$ cat src/rtl/smap_pkg.sv
// Shared types for the stripe mapper.
// Assumes nothing beyond standard SystemVerilog enums.
package smap_pkg;

    // Sequencer phase: idle waiting for start, or emitting members.
    typedef enum logic {
        SEQ_IDLE = 1'b0,
        SEQ_EMIT = 1'b1
    } seq_state_e;

endpackage

$ cat src/rtl/smap_seq.sv
// Stripe sequencer: latches a stripe number on start while idle, then walks
// the chip index from 0 to NUM_CHIPS-1, advancing on each accepted handshake.
// Assumes NUM_CHIPS >= 2. Start pulses while emitting are ignored.
module smap_seq
    import smap_pkg::*;
#(
    parameter int NUM_CHIPS = 16,
    parameter int STRIPE_W  = 16,
    localparam int CHIP_W   = $clog2(NUM_CHIPS)
) (
    input  logic                clk,
    input  logic                rst_n,
    input  logic                start_i,
    input  logic [STRIPE_W-1:0] stripe_i,
    input  logic                ready_i,
    output logic                valid_o,
    output logic                last_o,
    output logic [CHIP_W-1:0]   chip_o,
    output logic [STRIPE_W-1:0] stripe_o
);

    localparam logic [CHIP_W-1:0] TOP_CHIP = CHIP_W'(NUM_CHIPS - 1);

    seq_state_e          state_q;
    logic [CHIP_W-1:0]   chip_q;
    logic [STRIPE_W-1:0] stripe_q;

    // Phase, chip counter and latched stripe number.
    always_ff @(posedge clk) begin
        if (!rst_n) begin
            state_q  <= SEQ_IDLE;
            chip_q   <= '0;
            stripe_q <= '0;
        end else begin
            case (state_q)
                SEQ_IDLE: begin
                    if (start_i) begin
                        stripe_q <= stripe_i;
                        chip_q   <= '0;
                        state_q  <= SEQ_EMIT;
                    end
                end
                SEQ_EMIT: begin
                    if (ready_i) begin
                        if (chip_q == TOP_CHIP) begin
                            chip_q  <= '0;
                            state_q <= SEQ_IDLE;
                        end else begin
                            chip_q <= chip_q + CHIP_W'(1);
                        end
                    end
                end
                default: state_q <= SEQ_IDLE;
            endcase
        end
    end

    // Output view of the sequencer state.
    always_comb begin
        valid_o  = (state_q == SEQ_EMIT);
        last_o   = (state_q == SEQ_EMIT) && (chip_q == TOP_CHIP);
        chip_o   = chip_q;
        stripe_o = stripe_q;
    end

    AST_LAUNCH: assert property (@(posedge clk) disable iff (!rst_n)
        (!valid_o && start_i) |=> (valid_o && chip_o == '0));

    AST_HOLD: assert property (@(posedge clk) disable iff (!rst_n)
        (valid_o && !ready_i) |=> (valid_o && $stable(chip_o) && $stable(stripe_o)));

    AST_ADVANCE: assert property (@(posedge clk) disable iff (!rst_n)
        (valid_o && ready_i && !last_o) |=> (valid_o && chip_o == $past(chip_o) + CHIP_W'(1)));

    AST_DRAIN: assert property (@(posedge clk) disable iff (!rst_n)
        (valid_o && ready_i && last_o) |=> !valid_o);

    AST_BUSY_KEEP: assert property (@(posedge clk) disable iff (!rst_n)
        (valid_o && !(ready_i && last_o)) |=> $stable(stripe_o));

endmodule

$ cat src/rtl/smap_place.sv
// Placement calculator: maps (stripe, chip) to block, layer and page type.
// The layer rotates as (stripe + chip) mod NUM_LAYERS. The page type
// alternates with the parity of that sum, and its phase flips between the
// two halves of each 2*NUM_LAYERS stripe run.
// Assumes NUM_LAYERS is a power of two >= 2 and STRIPE_W > log2(NUM_LAYERS)+1.
module smap_place #(
    parameter int NUM_CHIPS  = 16,
    parameter int NUM_LAYERS = 64,
    parameter int STRIPE_W   = 16,
    localparam int CHIP_W    = $clog2(NUM_CHIPS),
    localparam int LAYER_W   = $clog2(NUM_LAYERS),
    localparam int BLOCK_W   = STRIPE_W - LAYER_W - 1
) (
    input  logic [STRIPE_W-1:0] stripe_i,
    input  logic [CHIP_W-1:0]   chip_i,
    output logic [BLOCK_W-1:0]  block_o,
    output logic [LAYER_W-1:0]  layer_o,
    output logic                msb_o
);

    logic [LAYER_W-1:0] chip_mod;

    // Reduce the chip number modulo the layer count; the width relation picks the form.
    generate
        if (CHIP_W > LAYER_W) begin : g_chip_trunc
            assign chip_mod = chip_i[LAYER_W-1:0];
        end else begin : g_chip_ext
            assign chip_mod = LAYER_W'(chip_i);
        end
    endgenerate

    // Rotated layer, phase-flipped page type and block of the run.
    always_comb begin
        layer_o = stripe_i[LAYER_W-1:0] + chip_mod;
        msb_o   = ~(stripe_i[0] ^ chip_mod[0] ^ stripe_i[LAYER_W]);
        block_o = stripe_i[STRIPE_W-1:LAYER_W+1];
    end

endmodule

$ cat src/rtl/rl_stripe_mapper.sv
// Layer-interleaved parity stripe mapper, top level.
// Emits NUM_CHIPS member page addresses per stripe over a valid/ready stream;
// the final chip carries the parity page and raises the last flag.
// Assumes NUM_CHIPS is even and NUM_LAYERS is a power of two >= 2.
module rl_stripe_mapper #(
    parameter int NUM_CHIPS  = 16,
    parameter int NUM_LAYERS = 64,
    parameter int STRIPE_W   = 16,
    localparam int CHIP_W    = $clog2(NUM_CHIPS),
    localparam int LAYER_W   = $clog2(NUM_LAYERS),
    localparam int BLOCK_W   = STRIPE_W - LAYER_W - 1
) (
    input  logic                clk,
    input  logic                rst_n,
    input  logic                start_i,
    input  logic [STRIPE_W-1:0] stripe_i,
    output logic                mem_valid_o,
    input  logic                mem_ready_i,
    output logic [CHIP_W-1:0]   mem_chip_o,
    output logic [BLOCK_W-1:0]  mem_block_o,
    output logic [LAYER_W-1:0]  mem_layer_o,
    output logic                mem_msb_o,
    output logic                mem_last_o
);

    logic [STRIPE_W-1:0] cur_stripe;
    logic [CHIP_W-1:0]   cur_chip;

    smap_seq #(
        .NUM_CHIPS (NUM_CHIPS),
        .STRIPE_W  (STRIPE_W)
    ) u_seq (
        .clk      (clk),
        .rst_n    (rst_n),
        .start_i  (start_i),
        .stripe_i (stripe_i),
        .ready_i  (mem_ready_i),
        .valid_o  (mem_valid_o),
        .last_o   (mem_last_o),
        .chip_o   (cur_chip),
        .stripe_o (cur_stripe)
    );

    smap_place #(
        .NUM_CHIPS  (NUM_CHIPS),
        .NUM_LAYERS (NUM_LAYERS),
        .STRIPE_W   (STRIPE_W)
    ) u_place (
        .stripe_i (cur_stripe),
        .chip_i   (cur_chip),
        .block_o  (mem_block_o),
        .layer_o  (mem_layer_o),
        .msb_o    (mem_msb_o)
    );

    // Chip number goes straight to the port.
    assign mem_chip_o = cur_chip;

    AST_IDLE_QUIET: assert property (@(posedge clk) disable iff (!rst_n)
        !mem_valid_o |-> !mem_last_o);

    AST_LAYER_ROTATE: assert property (@(posedge clk) disable iff (!rst_n)
        (mem_valid_o && mem_ready_i && !mem_last_o) |=>
            (mem_layer_o == $past(mem_layer_o) + LAYER_W'(1)));

    AST_PAGE_ALTERNATE: assert property (@(posedge clk) disable iff (!rst_n)
        (mem_valid_o && mem_ready_i && !mem_last_o) |=> (mem_msb_o != $past(mem_msb_o)));

    AST_BLOCK_STEADY: assert property (@(posedge clk) disable iff (!rst_n)
        (mem_valid_o && mem_ready_i && !mem_last_o) |=> $stable(mem_block_o));

endmodule

$ cat config.mk
export PLATFORM = sky130hd
export DESIGN_NAME = rl_stripe_mapper
export DESIGN_NICKNAME = d
export VERILOG_FILES = /design/src/rtl/smap_pkg.sv /design/src/rtl/smap_seq.sv /design/src/rtl/smap_place.sv /design/src/rtl/rl_stripe_mapper.sv
export SDC_FILE = /design/constraint.sdc
export NUM_CORES = 1
export LEC_CHECK = 0
export BUFFER_PORTS_ARGS = -buffer_cell sky130_fd_sc_hd__buf_2
export CORE_MARGIN = 3
export CORE_UTILIZATION = 40
export CTS_CLUSTER_DIAMETER = 150
export CTS_CLUSTER_SIZE = 30
export DETAILED_ROUTE_END_ITERATION = 10
export PLACE_DENSITY = 0.68
export SYNTH_ARGS = -nofsm -noshare
export SYNTH_HDL_FRONTEND = slang
export SYNTH_SLANG_ARGS = --single-unit
$ cat constraint.sdc
create_clock -name clk -period 1.95 [get_ports clk]
set_input_delay 0.0975 -clock clk [delete_from_list [all_inputs] [get_ports clk]]
set_output_delay 0.0975 -clock clk [all_outputs]
set_load 0.05 [all_outputs]
Word-level counts from Yosys, hierarchy flattened
Index checks and enable logic that the tools add are counted.

storage, ports and cells
  register bits after elaboration = 21
  bits in latches = 0
  bits in writable memories = 0
  bits in read-only memories = 0
  bits of input ports = 20
  output and inout bits = 22
  logic and storage cells = 23
  memories = 0

operators by class
  add/sub/neg operators = 2
  $mul = 0
  div/mod/pow operators = 0
  magnitude comparators = 0
  equality and inequality tests = 3
  shift operators = 0
  mux-type cells = 8
  bitwise operators = 4
  reductions and logical operators = 3

operators by type and width
  kind                                           count
  two-way mux 4 bit                              3
  one-hot mux 4 bit (2 select lines)             1
  adder 6 x 4 -> 6 bit                           1
  adder 4 x 1 -> 4 bit (second input constant)   1
  == test 4 bit (second input constant)          1
  inequality test 2 bit (second input constant)  2
  AND reduction 2 bit                            2
  two-way mux 1 bit                              3
  inverter 1 bit                                 2
  one-hot mux 1 bit (2 select lines)             1
  XOR 1 bit                                      2
  logical AND 1 bit                              1

Depth between registers and ports, before layout
Gate-level depths: netlist of the first run.

  word-level depth = 4
  depth in mapped cells = 5

Hierarchy
A second synthesis of the first run with hierarchy kept.

second synthesis, totals
  cells, all modules = 128
  area total of the unflattened synthesis = 1,036.0 um^2

modules (own cells, without submodules)
  module      instances  cells each  area each (um^2)  seq. area each (um^2)
  smap_seq    1          100         795.8             420.4
  smap_place  1          28          240.2             0.0

Least setup slack after synthesis of the first run
Ideal clock, no wire load.

  kind = register to output
  start = register u_seq.chip_q[0], in the netlist u_seq.chip_o[0]
  end = output port mem_layer_o[4]
  data arrival time = 2.154 ns
  path slack = -0.301 ns
  cell stages (with the launch flop) = 6
  buffers on the path = 0
  path through = dfxtp_1 > ha_1 > fa_1 > a21o_1 > a21oi_1 > xnor2_1

on the way
  cells in the longest elaborated chain, start to end = 1

RTL lines
  item                    RTL line                RTL
  from (decl)             smap_seq.sv:25          logic [CHIP_W-1:0] chip_q;
  from (signal assigned)  smap_seq.sv:49          chip_q <= chip_q + CHIP_W'(1);
  adder 6 x 4 -> 6 bit    smap_place.sv:34        layer_o = stripe_i[LAYER_W-1:0] + chip_mod;
  to (decl)               rl_stripe_mapper.sv:21  output logic [LAYER_W-1:0] mem_layer_o,

Every way passes these cells.

Final worst setup path of the first run
  start = register u_seq.stripe_q[0], in the netlist u_seq.stripe_o[0]
  end = output port mem_layer_o[4]

on the way
  cells in the longest elaborated chain, start to end = 1

RTL lines
  item                    RTL line          RTL
  from (decl)             smap_seq.sv:26    logic [STRIPE_W-1:0] stripe_q;
  from (signal assigned)  smap_seq.sv:38    stripe_q <= stripe_i;
  adder 6 x 4 -> 6 bit    smap_place.sv:34

Every way passes these cells.

==> flow_metrics.tcl, run 1 <==
set metrics [dict create \
    path_cells "ha_4 -> fa_2 -> a21o_1 -> a21oi_2 -> xnor2_2 -> buf_6" \
    finalNonFillerCells 191 \
    setup.worst_path.start_class "register" \
    postSynthCellCount 128 \
    path_max_fanout 2 \
    avgSynthCellArea_sq_um 8.055 \
    drtPass1Iterations 4 \
    fin_nets 190 \
    period_minus_slack_ps 1977 \
    cp_slowest_cell "fa_2" \
    die_area_sq_mm 0.003223 \
    whs_ps 22.01 \
    synthesis.area_sq_mm 0.001031 \
    yosysTopAreaCellShare_pct 40.78 \
    required_ps 1850 \
    rsz0062_at_grt "yes" \
    slowest_delay_ps 360 \
    io_pins 42 \
    synth_commonest_cells "nand2_1 (34), dfxtp_1 (21), a21oi_1 (20)" \
    clk_latency_ps 300 \
    port_buffers 41 \
    die_w_um 56.77 \
    cts-buffers-inserted 3 \
    yosysWarnings 0 \
    cts_tree "yes" \
    diodes 0 \
    worstMarginPinSlew_ps 632.3 \
    num_rows 17 \
    gp_congestion 0.7404 \
    fmax_mhz 505.7 \
    drv_cap 0 \
    postCtsSetupBuffers 0 \
    clk_pin_slew_ps 120 \
    cts_buffer_depth 2 \
    grt_pass1_vias 929 \
    ctsHoldBuffers 0 \
    area_delta_synth_final_pct 30.82 \
    final_antenna_net_count 0 \
    synthTopCellsByArea "dfxtp_1 (41%), nand2_1 (12%), a21oi_1 (9.7%), buf_4 (7.3%), ha_1 (6.1%)" \
    fin_skew_ps 6.939 \
    drc 0 \
    ys_async_sr_fraction_pct 0 \
    wl_per_cell_um 12.24 \
    powerDensity_mw_per_mm2 664.6 \
    die_y_um 56.77 \
    finalHoldViolCount 0 \
    grt_start_max_net_pins 22 \
    hpwl_um 1703 \
    setup_viol 1 \
    drt_first_iter_violations 8 \
    slew_headroom_pct 57.80 \
    fin_total_pwr_uw 896.4 \
    min_path_type "primary input to register" \
    critPathArrivalTime_ps 1880 \
    cellLeakagePower_uw 0.0006195 \
    synth_seq_area_share_pct 40.78 \
    drt-total-wl_um 2338 \
    synth-seq-cells 21 \
    fillers 207 \
    track_usage_pct 15.49 \
    end_kind "primary output" \
    post-synth-top-count-cell "nand2_1" \
    dp_cells 187 \
    violations "negative setup slack" \
    worstSetupPathType "register to primary output" \
    antenna_found_initial 0 \
    routed-via-count 944 \
    cts_root_buffer "clkbuf_4" \
    cts_max_level 1 \
    grt_first_pass_wirelength_um 4043 \
    ys.flop_type "dfxtp_1" \
    drive_gt1_share_pct 40.49 \
    placeableCoreArea_sq_mm 0.002318 \
    maxSlewViolCount 0 \
    vdd_drop_max_mv 0.3825 \
    initial_core_util_pct 44.47 \
    synth_edf_count 0 \
    synth.net_count 154 \
    overflow 0 \
    clkSinkCount 21 \
    min_period_over_period_pct 101.4 \
    outcome "finished, violations left" \
    synth_top_area_cell "dfxtp_1" \
    setup_slack_ps -27.36 \
    dp_slack_ps 95.36 \
    vias_per_cell 4.942 \
    synth_cell_types 27 \
]
sequential cells by signal, summed over array words and instances (netlist names):
signal          cells
u_seq.stripe_o     16
u_seq.chip_o        4
u_seq.valid_o       1
power by group:
group	total, uW	switching [uW]	internal (uW)	leakage, uW
sequential	467	18.8	448	0.000175
clock	203	127	76.3	0.0000177
combinational	226	153	73.6	0.000427
layout make-up:
cell class / count / area [sq um] / share of cell area (%)
clock buffer: 3 / 22.52 / 1.670
tap: 28 / 35.03 / 2.597
inverter: 3 / 11.26 / 0.8349
multi-input combinational: 89 / 588.1 / 43.60
timing repair buffer: 46 / 255.2 / 18.92
clock inverter: 1 / 5.005 / 0.3711
sequential: 21 / 431.7 / 32.00
metrics by stage:
stage	utilization [%]	TNS, ps	cell area, sq um
after floorplan	-	-59.92	1080
after global placement	54.07	0	1254
after detailed placement	54.07	0	1254
after CTS	57.31	-3.237	1329
after global routing	58.18	-144.6	1349
final	58.18	-27.36	1349
cells by family (layout without fill, tap and decap cells):
group,Yosys count,in the layout,share of synthesized area (%)
xor+xnor,6,6,5.097
simple gates,52,52,21.85
fa+ha+maj,6,6,8.010
buf+inv,18,53,11.17
compound gates,25,25,13.11
flops,21,21,40.78
timing repair:
| action | CTS | global route |
|---|---|---|
| gates resized for setup | 12 | 5 |
| hold endpoints to repair | 0 | 0 |
| pin swaps | 2 | 5 |
| endpoints found under the setup margin | 2 | 2 |
critical path: cells and delay by family, from the launching register on:
| kind | cells | cell delay, ps |
|---|---|---|
| buffers and inverters | 1 | 180 |
| XOR/XNOR | 1 | 150 |
| adder cells (fa/ha/maj) | 2 | 520 |
| flip-flops | 1 | 350 |
| AO/OA/AOI/OAI | 2 | 380 |
per-layer routing:
metal	up-vias	GRT usage [%]	wire length (um)
met4	0	4.967	14
met2	22	29.54	1245
met3	2	3.218	133
met5	-	0	0
met1	433	16.71	944
li1	487	-	-
final timing paths:
check	from	endpoint	slack, ps	cells past startpoint
worst min-delay path	stripe_i[10]	u_seq.stripe_o[10]	20	3
worst min register to register	u_seq.stripe_o[10]	u_seq.stripe_o[10]	460	2
worst max register to register	u_seq.chip_o[0]	u_seq.chip_o[3]	750	5
worst max-delay path	u_seq.stripe_o[0]	mem_layer_o[4]	-30	6
cell usage in the layout (no fill, tap or decap), types with 2 or more instances in the layout:
cell,synthesis,routed
xnor2_2,0,2
dfxtp_1,21,16
nor2_1,2,2
dfxtp_2,0,3
a21oi_1,20,19
xor2_2,0,2
inv_1,3,3
nand2_1,34,34
clkbuf_4,0,3
buf_2,2,39
ha_4,0,3
buf_6,1,2
nand3_1,8,8
ha_1,5,2
dfxtp_4,0,2
buf_4,10,5
Power figures use the tool's default switching activity.
==> run 2: changes to the inputs <==
--- a/config.mk
+++ b/config.mk
@@ -7,11 +7,12 @@
 export LEC_CHECK = 0
 export BUFFER_PORTS_ARGS = -buffer_cell sky130_fd_sc_hd__buf_2
 export CORE_MARGIN = 3
-export CORE_UTILIZATION = 40
+export CORE_UTILIZATION = 47
 export CTS_CLUSTER_DIAMETER = 150
 export CTS_CLUSTER_SIZE = 30
 export DETAILED_ROUTE_END_ITERATION = 10
-export PLACE_DENSITY = 0.68
+export PLACE_DENSITY = 0.78
 export SYNTH_ARGS = -nofsm -noshare
 export SYNTH_HDL_FRONTEND = slang
+export SYNTH_HIERARCHICAL = 1
 export SYNTH_SLANG_ARGS = --single-unit
==> run 2 against run 1 <==
Effect of this change: the run still ends with negative setup slack left; hold slack worse by 3.6 ps; clock skew fell by 6.6 ps; sequential power is essentially flat; largest cell class unchanged.
==> flow_metrics.tcl, run 2 <==
set metrics [dict create \
    synth_commonest_cells "nand2_1 (34), dfxtp_1 (21), a21oi_1 (19)" \
    dp_cells 182 \
    track_usage_pct 18.14 \
    vias_per_cell 4.989 \
    outcome "finished, violations left" \
    diodes 0 \
    antenna_found_initial 0 \
    slowest_delay_ps 370 \
    worstSetupPathType "register to primary output" \
    clkSinkCount 21 \
    ctsHoldBuffers 0 \
    final_antenna_net_count 0 \
    synthesis.area_sq_mm 0.001036 \
    fin_skew_ps 0.3511 \
    fin_util_pct 66.21 \
    fmax_mhz 506.1 \
    setup_slack_ps -25.88 \
    r2r_cells 3 \
    mostFrequentLayoutCell "buf_2" \
    drt-total-wl_um 2360 \
    port_buffers 41 \
    drive_gt1_share_pct 39.13 \
    cts_tree "yes" \
    initial_core_util_pct 51.24 \
    fin_area_sq_mm 0.001339 \
    io_pins 42 \
    path_max_fanout 2 \
    yosysWarnings 6 \
    post-synth-top-count-cell "nand2_1" \
    routed-via-count 938 \
    clk_latency_ps 300 \
    hpwl_um 1586 \
    worstMarginPinSlew_ps 1150 \
    cellLeakagePower_uw 0.0006199 \
    grt_first_pass_wirelength_um 3795 \
    violations "negative setup slack" \
    cts_max_level 1 \
    postSynthCellCount 128 \
    drc 0 \
    setup_viol 1 \
    setup.worst_path.start_class "register" \
    path_delay_family "adder cells" \
    drv_cap 0 \
    min_period_over_period_pct 101.3 \
    r2r-end "u_seq/stripe_o[12]" \
    critPathArrivalTime_ps 1880 \
    finalHoldViolCount 0 \
    die_y_um 52.95 \
    ys.flop_type "dfxtp_1" \
    yosysTopAreaCellShare_pct 40.58 \
    synth_top_area_cell "dfxtp_1" \
    clk_pin_slew_ps 120 \
    wl_per_cell_um 12.55 \
    vdd_drop_max_mv 0.3933 \
    cts-buffers-inserted 3 \
    ys_async_sr_fraction_pct 0 \
    path_cells "ha_4 -> fa_2 -> a21o_1 -> a21oi_2 -> xnor2_2 -> buf_6" \
    min_path_type "primary input to register" \
    end_kind "primary output" \
    rsz0062_at_grt "yes" \
    r2r-start "u_seq/valid_o" \
    layout_common_cells "buf_2 (38), nand2_1 (34), a21oi_1 (19), dfxtp_1 (19), nand3_1 (8)" \
    fillers 171 \
    rrSetupSlack_ps 290 \
    synth.net_count 154 \
    placeableCoreArea_sq_mm 0.002022 \
    drtPass1Iterations 4 \
    finalNonFillerCells 188 \
    synth-seq-cells 21 \
    avgSynthCellArea_sq_um 8.094 \
    placed_cell_area_sq_mm 0.001242 \
    largest_reg_flops 16 \
    synth_cell_types 27 \
    required_ps 1850 \
    hold_depth 3 \
    fin_nets 188 \
    hp-start "stripe_i[4]" \
    period_minus_slack_ps 1976 \
    gp_congestion 0.7927 \
    slew_headroom_pct 23.18 \
    area_delta_synth_final_pct 29.23 \
    num_rows 16 \
    overflow 0 \
    cts_buffer_depth 2 \
    maxSlewViolCount 0 \
    min_to "u_seq/stripe_o[4]" \
    die_area_sq_mm 0.002804 \
    synth_seq_area_share_pct 40.58 \
    cp_slowest_cell "dfxtp_4" \
    synthTopCellsByArea "dfxtp_1 (41%), nand2_1 (12%), a21oi_1 (9.2%), buf_4 (8.0%), ha_1 (6.0%)" \
    grt_pass1_vias 917 \
    synth_edf_count 0 \
    cp_num_buf_inv 1 \
    powerDensity_mw_per_mm2 675.0 \
    die_w_um 52.95 \
    cts_root_buffer "clkbuf_4" \
    drt_first_iter_violations 14 \
    grt_start_max_net_pins 22 \
]
==> run 2: cell type report <==
| type | instances | area (sq um) | area share, % |
|---|---|---|---|
| clock buffer | 3 | 22.52 | 1.682 |
| clock inverter | 1 | 5.005 | 0.3738 |
| inverter | 3 | 11.26 | 0.8411 |
| multi-input combinational | 89 | 598.1 | 44.67 |
| sequential | 21 | 425.4 | 31.78 |
| tap | 27 | 33.78 | 2.523 |
| timing repair buffer | 44 | 242.7 | 18.13 |
==> run 2: power by group <==
| part | internal, uW | switching, uW |
|---|---|---|
| Sequential | 450 | 18.1 |
| Clock | 76.4 | 135 |
| Combinational | 71.3 | 153 |
| Total | 598 | 306 |
==> run 2: kinds of logic (layout without fill, tap and decap cells) <==
kind of cell	after synthesis	in the layout	synth area share, %
compound gates	25	25	13.89
xor+xnor	6	6	5.072
fa+ha+maj	6	6	7.971
buf+inv	18	51	10.75
flops	21	21	40.58
simple gates	52	52	21.74
==> run 2: worst max path at each step <==
stage,cells past startpoint,from,to,slack (ps)
6_report,6,u_seq/chip_o[0],mem_layer_o[4],-30
4_1_cts,6,u_seq/chip_o[0],mem_layer_o[4],-30
3_3_place_gp,6,u_seq/chip_o[0],mem_layer_o[4],120
3_5_place_dp,6,u_seq/chip_o[0],mem_layer_o[4],90
2_1_floorplan,5,u_seq/chip_o[0],mem_layer_o[4],-50
5_1_grt,6,u_seq/stripe_o[0],mem_layer_o[4],-80
==> run 2: worst reg2reg max path, stage by stage, from the launching register on <==
cell and delay, ps:
dfxtp_1 390, nor2b_1 900, nand2_1 130, a21oi_1 170
==> run 2: per-layer routing <==
metal	GRT usage (%)	part of all wire, %	up-vias
met5	0	0	-
met2	33.26	50	33
met3	4.789	7.8	2
li1	-	-	477
met1	20.14	42	426
met4	5.532	0.42	0
==> run 2: timing repair <==
item / CTS / global route
resized for setup: 11 / 4
pin swaps: 4 / 4
setup endpoints to repair: 3 / 3
gates cloned: 0 / 0
setup buffers: 2 / 0
==> run 2: through the flow <==
stage          setup WS (ps)  setup TNS, ps  power, uW  hold WS [ps]
2_1_floorplan         -46.42         -46.42      654.3         233.5
3_3_place_gp           123.3              0      686.7         337.5
3_5_place_dp           91.96              0      691.7         345.5
4_1_cts               -26.70         -26.70      905.9         12.84
5_1_grt               -84.61         -112.5      946.6         4.770
6_report              -25.88         -25.88      903.7         18.40
==> run 3: changes to the inputs <==
--- a/config.mk
+++ b/config.mk
@@ -12,7 +12,9 @@
 export CTS_CLUSTER_SIZE = 30
 export DETAILED_ROUTE_END_ITERATION = 10
 export PLACE_DENSITY = 0.78
+export SLEW_MARGIN = 20
 export SYNTH_ARGS = -nofsm -noshare
 export SYNTH_HDL_FRONTEND = slang
 export SYNTH_HIERARCHICAL = 1
 export SYNTH_SLANG_ARGS = --single-unit
+export TNS_END_PERCENT = 30
==> run 3 against run 2 <==
Effect of this change: final cell count up 1.1%; utilization down 3.2 points; sequential share of layout area up 1.5 points; setup slack better by 1.8 ps; design area down 4.8%; hold slack better by 1.2 ps; register-to-register slack better by 260 ps; combinational power down 4%; the flow still finishes with violations (negative setup slack); flip-flop and latch count unchanged; non-clock buffer count up 2; count of clock-buffer cells in the layout unchanged; global-route usage down 0.88 points.
==> flow_metrics.tcl, run 3 (synthesized netlist as in run 2, its figures left out) <==
set metrics [dict create \
    outcome "finished, violations left" \
    violations "negative setup slack" \
    drtPass1Iterations 4 \
    largest_reg_flops 16 \
    path_max_fanout 2 \
    diodes 0 \
    fin_skew_ps 0.9200 \
    cts_max_level 1 \
    routed-via-count 946 \
    clk_latency_ps 300 \
    worstSetupPathType "register to primary output" \
    final_antenna_net_count 0 \
    worstMarginPinSlew_ps 643.7 \
    path_delay_family "adder cells" \
    internal_power_uw 593.0 \
    setup_slack_ps -24.03 \
    fin_area_sq_mm 0.001275 \
    min_period_over_period_pct 101.2 \
    powerDensity_mw_per_mm2 696.1 \
    finalNonFillerCells 190 \
    p_sw_uw 294.5 \
    maxSlewViolCount 0 \
    io_pins 42 \
    drt_first_iter_violations 16 \
    wl_met3_um 159 \
    wl_met1_um 923 \
    overflow 0 \
    min_path_type "primary input to register" \
    cts_tree "yes" \
    seq_power_share_pct 52.6 \
    end_kind "primary output" \
    critPathArrivalTime_ps 1880 \
    grt_pass1_vias 838 \
    drive_gt1_share_pct 36.20 \
    seqCellArea_sq_um 424.2 \
    mostFrequentLayoutCell "buf_2" \
    layout_common_cells "buf_2 (39), nand2_1 (34), a21oi_1 (19), dfxtp_1 (18), nand3_1 (8)" \
    cts_buffer_depth 2 \
    cts-buffers-inserted 3 \
    gp_congestion 0.7134 \
    clk_pin_slew_ps 110 \
    slowest_delay_ps 360 \
    p_clk_share_pct 23.0 \
    die_w_um 52.95 \
    cts_root_buffer "clkbuf_4" \
    wl_met2_um 1138 \
    slew_headroom_pct 57.04 \
    rsz0062_at_grt "yes" \
    fin_nets 190 \
    initial_core_util_pct 51.24 \
    setup.worst_path.start_class "register" \
    cp_num_buf_inv 1 \
    drt-total-wl_um 2255 \
    antenna_found_initial 0 \
    required_ps 1850 \
    vias_per_cell 4.979 \
    die_y_um 52.95 \
    combPwrFrac_pct 24.4 \
    period_minus_slack_ps 1974 \
    finalHoldViolCount 0 \
    fmax_mhz 506.6 \
    area_delta_synth_final_pct 23.07 \
    drc 0 \
    grt_first_pass_wirelength_um 3532 \
    port_buffers 41 \
    placeableCoreArea_sq_mm 0.002022 \
    placed_cell_area_sq_mm 0.001212 \
    top_layer "met4" \
    grt_start_max_net_pins 22 \
    vdd_drop_max_mv 0.4633 \
    num_rows 16 \
    die_area_sq_mm 0.002804 \
    setup_viol 1 \
    multiInputGateArea_sq_um 526.8 \
    cp_slowest_cell "dfxtp_2" \
    clkSinkCount 21 \
    dp_cells 185 \
    p_sw_share_pct 33.18 \
    drv_cap 0 \
    cellLeakagePower_uw 0.0006249 \
    ctsHoldBuffers 0 \
    wl_per_cell_um 11.87 \
    fillers 186 \
    track_usage_pct 17.27 \
    path_cells "ha_4 -> fa_2 -> a21o_1 -> a21oi_2 -> xnor2_2 -> buf_6" \
    hpwl_um 1695 \
]
run 3: changes by cell type in the layout (fill, tap and decap cells not counted), moves of 2 or more:
cell,delta
xor2_4,-2
xor2_1,+3
buf_4,+2
ha_1,+2
dfxtp_2,+2
run 3: layout make-up:
class                           count  share of cell area [%]
Multi-Input combinational cell     89                   41.32
Timing Repair Buffer               46                   19.73
Clock inverter                      1                  0.3925
Tap cell                           27                   2.650
Sequential cell                    21                   33.27
Inverter                            3                  0.8832
Clock buffer                        3                   1.766
run 3: repair_timing:
item / in CTS / in global routing
resized for setup: 7 / 2
endpoints found under the setup margin: 1 / 4
buffers inserted: 1 / 0
pin swaps: 5 / 5
run 3: worst paths after layout:
check,from,end,slack (ps),cells after the start
max,u_seq/chip_o[0],mem_layer_o[4],-20,6
min,stripe_i[8],u_seq/stripe_o[8],20,3
max reg2reg,u_seq/valid_o,u_seq/chip_o[1],550,4
min reg2reg,u_seq/stripe_o[8],u_seq/stripe_o[8],460,2
run 3: power by group through the flow:
stage	Combinational [uW]	Clock, uW	Sequential (uW)
5_1_grt	234	228	471
3_5_place_dp	213	0	475
3_3_place_gp	208	0	474
2_1_floorplan	162	0	483
6_report	216	204	467
4_1_cts	217	214	467
run 3: layer usage:
layer	up-vias	global-route usage, %
li1	484	-
met1	422	20.14
met2	36	29.96
met3	4	2.535
met4	0	9.362
met5	-	0
run 3: worst register-to-register path: cells and delay by family, from the launching register on:
kind	cells	cell delay [ps]
compound gates	1	150
buf+inv	1	250
flops	1	460
simple gates	2	470
run 3: metrics by stage:
| stage | power [uW] | setup WS, ps | hold slack [ps] | TNS [ps] | util, % |
|---|---|---|---|---|---|
| 6_report | 887.5 | -24.03 | 19.65 | -24.03 | 63.06 |
| 4_1_cts | 897.8 | -58.16 | 11.75 | -58.16 | 62.87 |
| 3_3_place_gp | 682.4 | 192.7 | 336.6 | 0 | 59.96 |
| 3_5_place_dp | 687.9 | 102.7 | 345.2 | 0 | 59.96 |
| 2_1_floorplan | 645.3 | -277.9 | 233.5 | -888.2 | - |
| 5_1_grt | 932.7 | -80.43 | 15.86 | -80.43 | 63.06 |
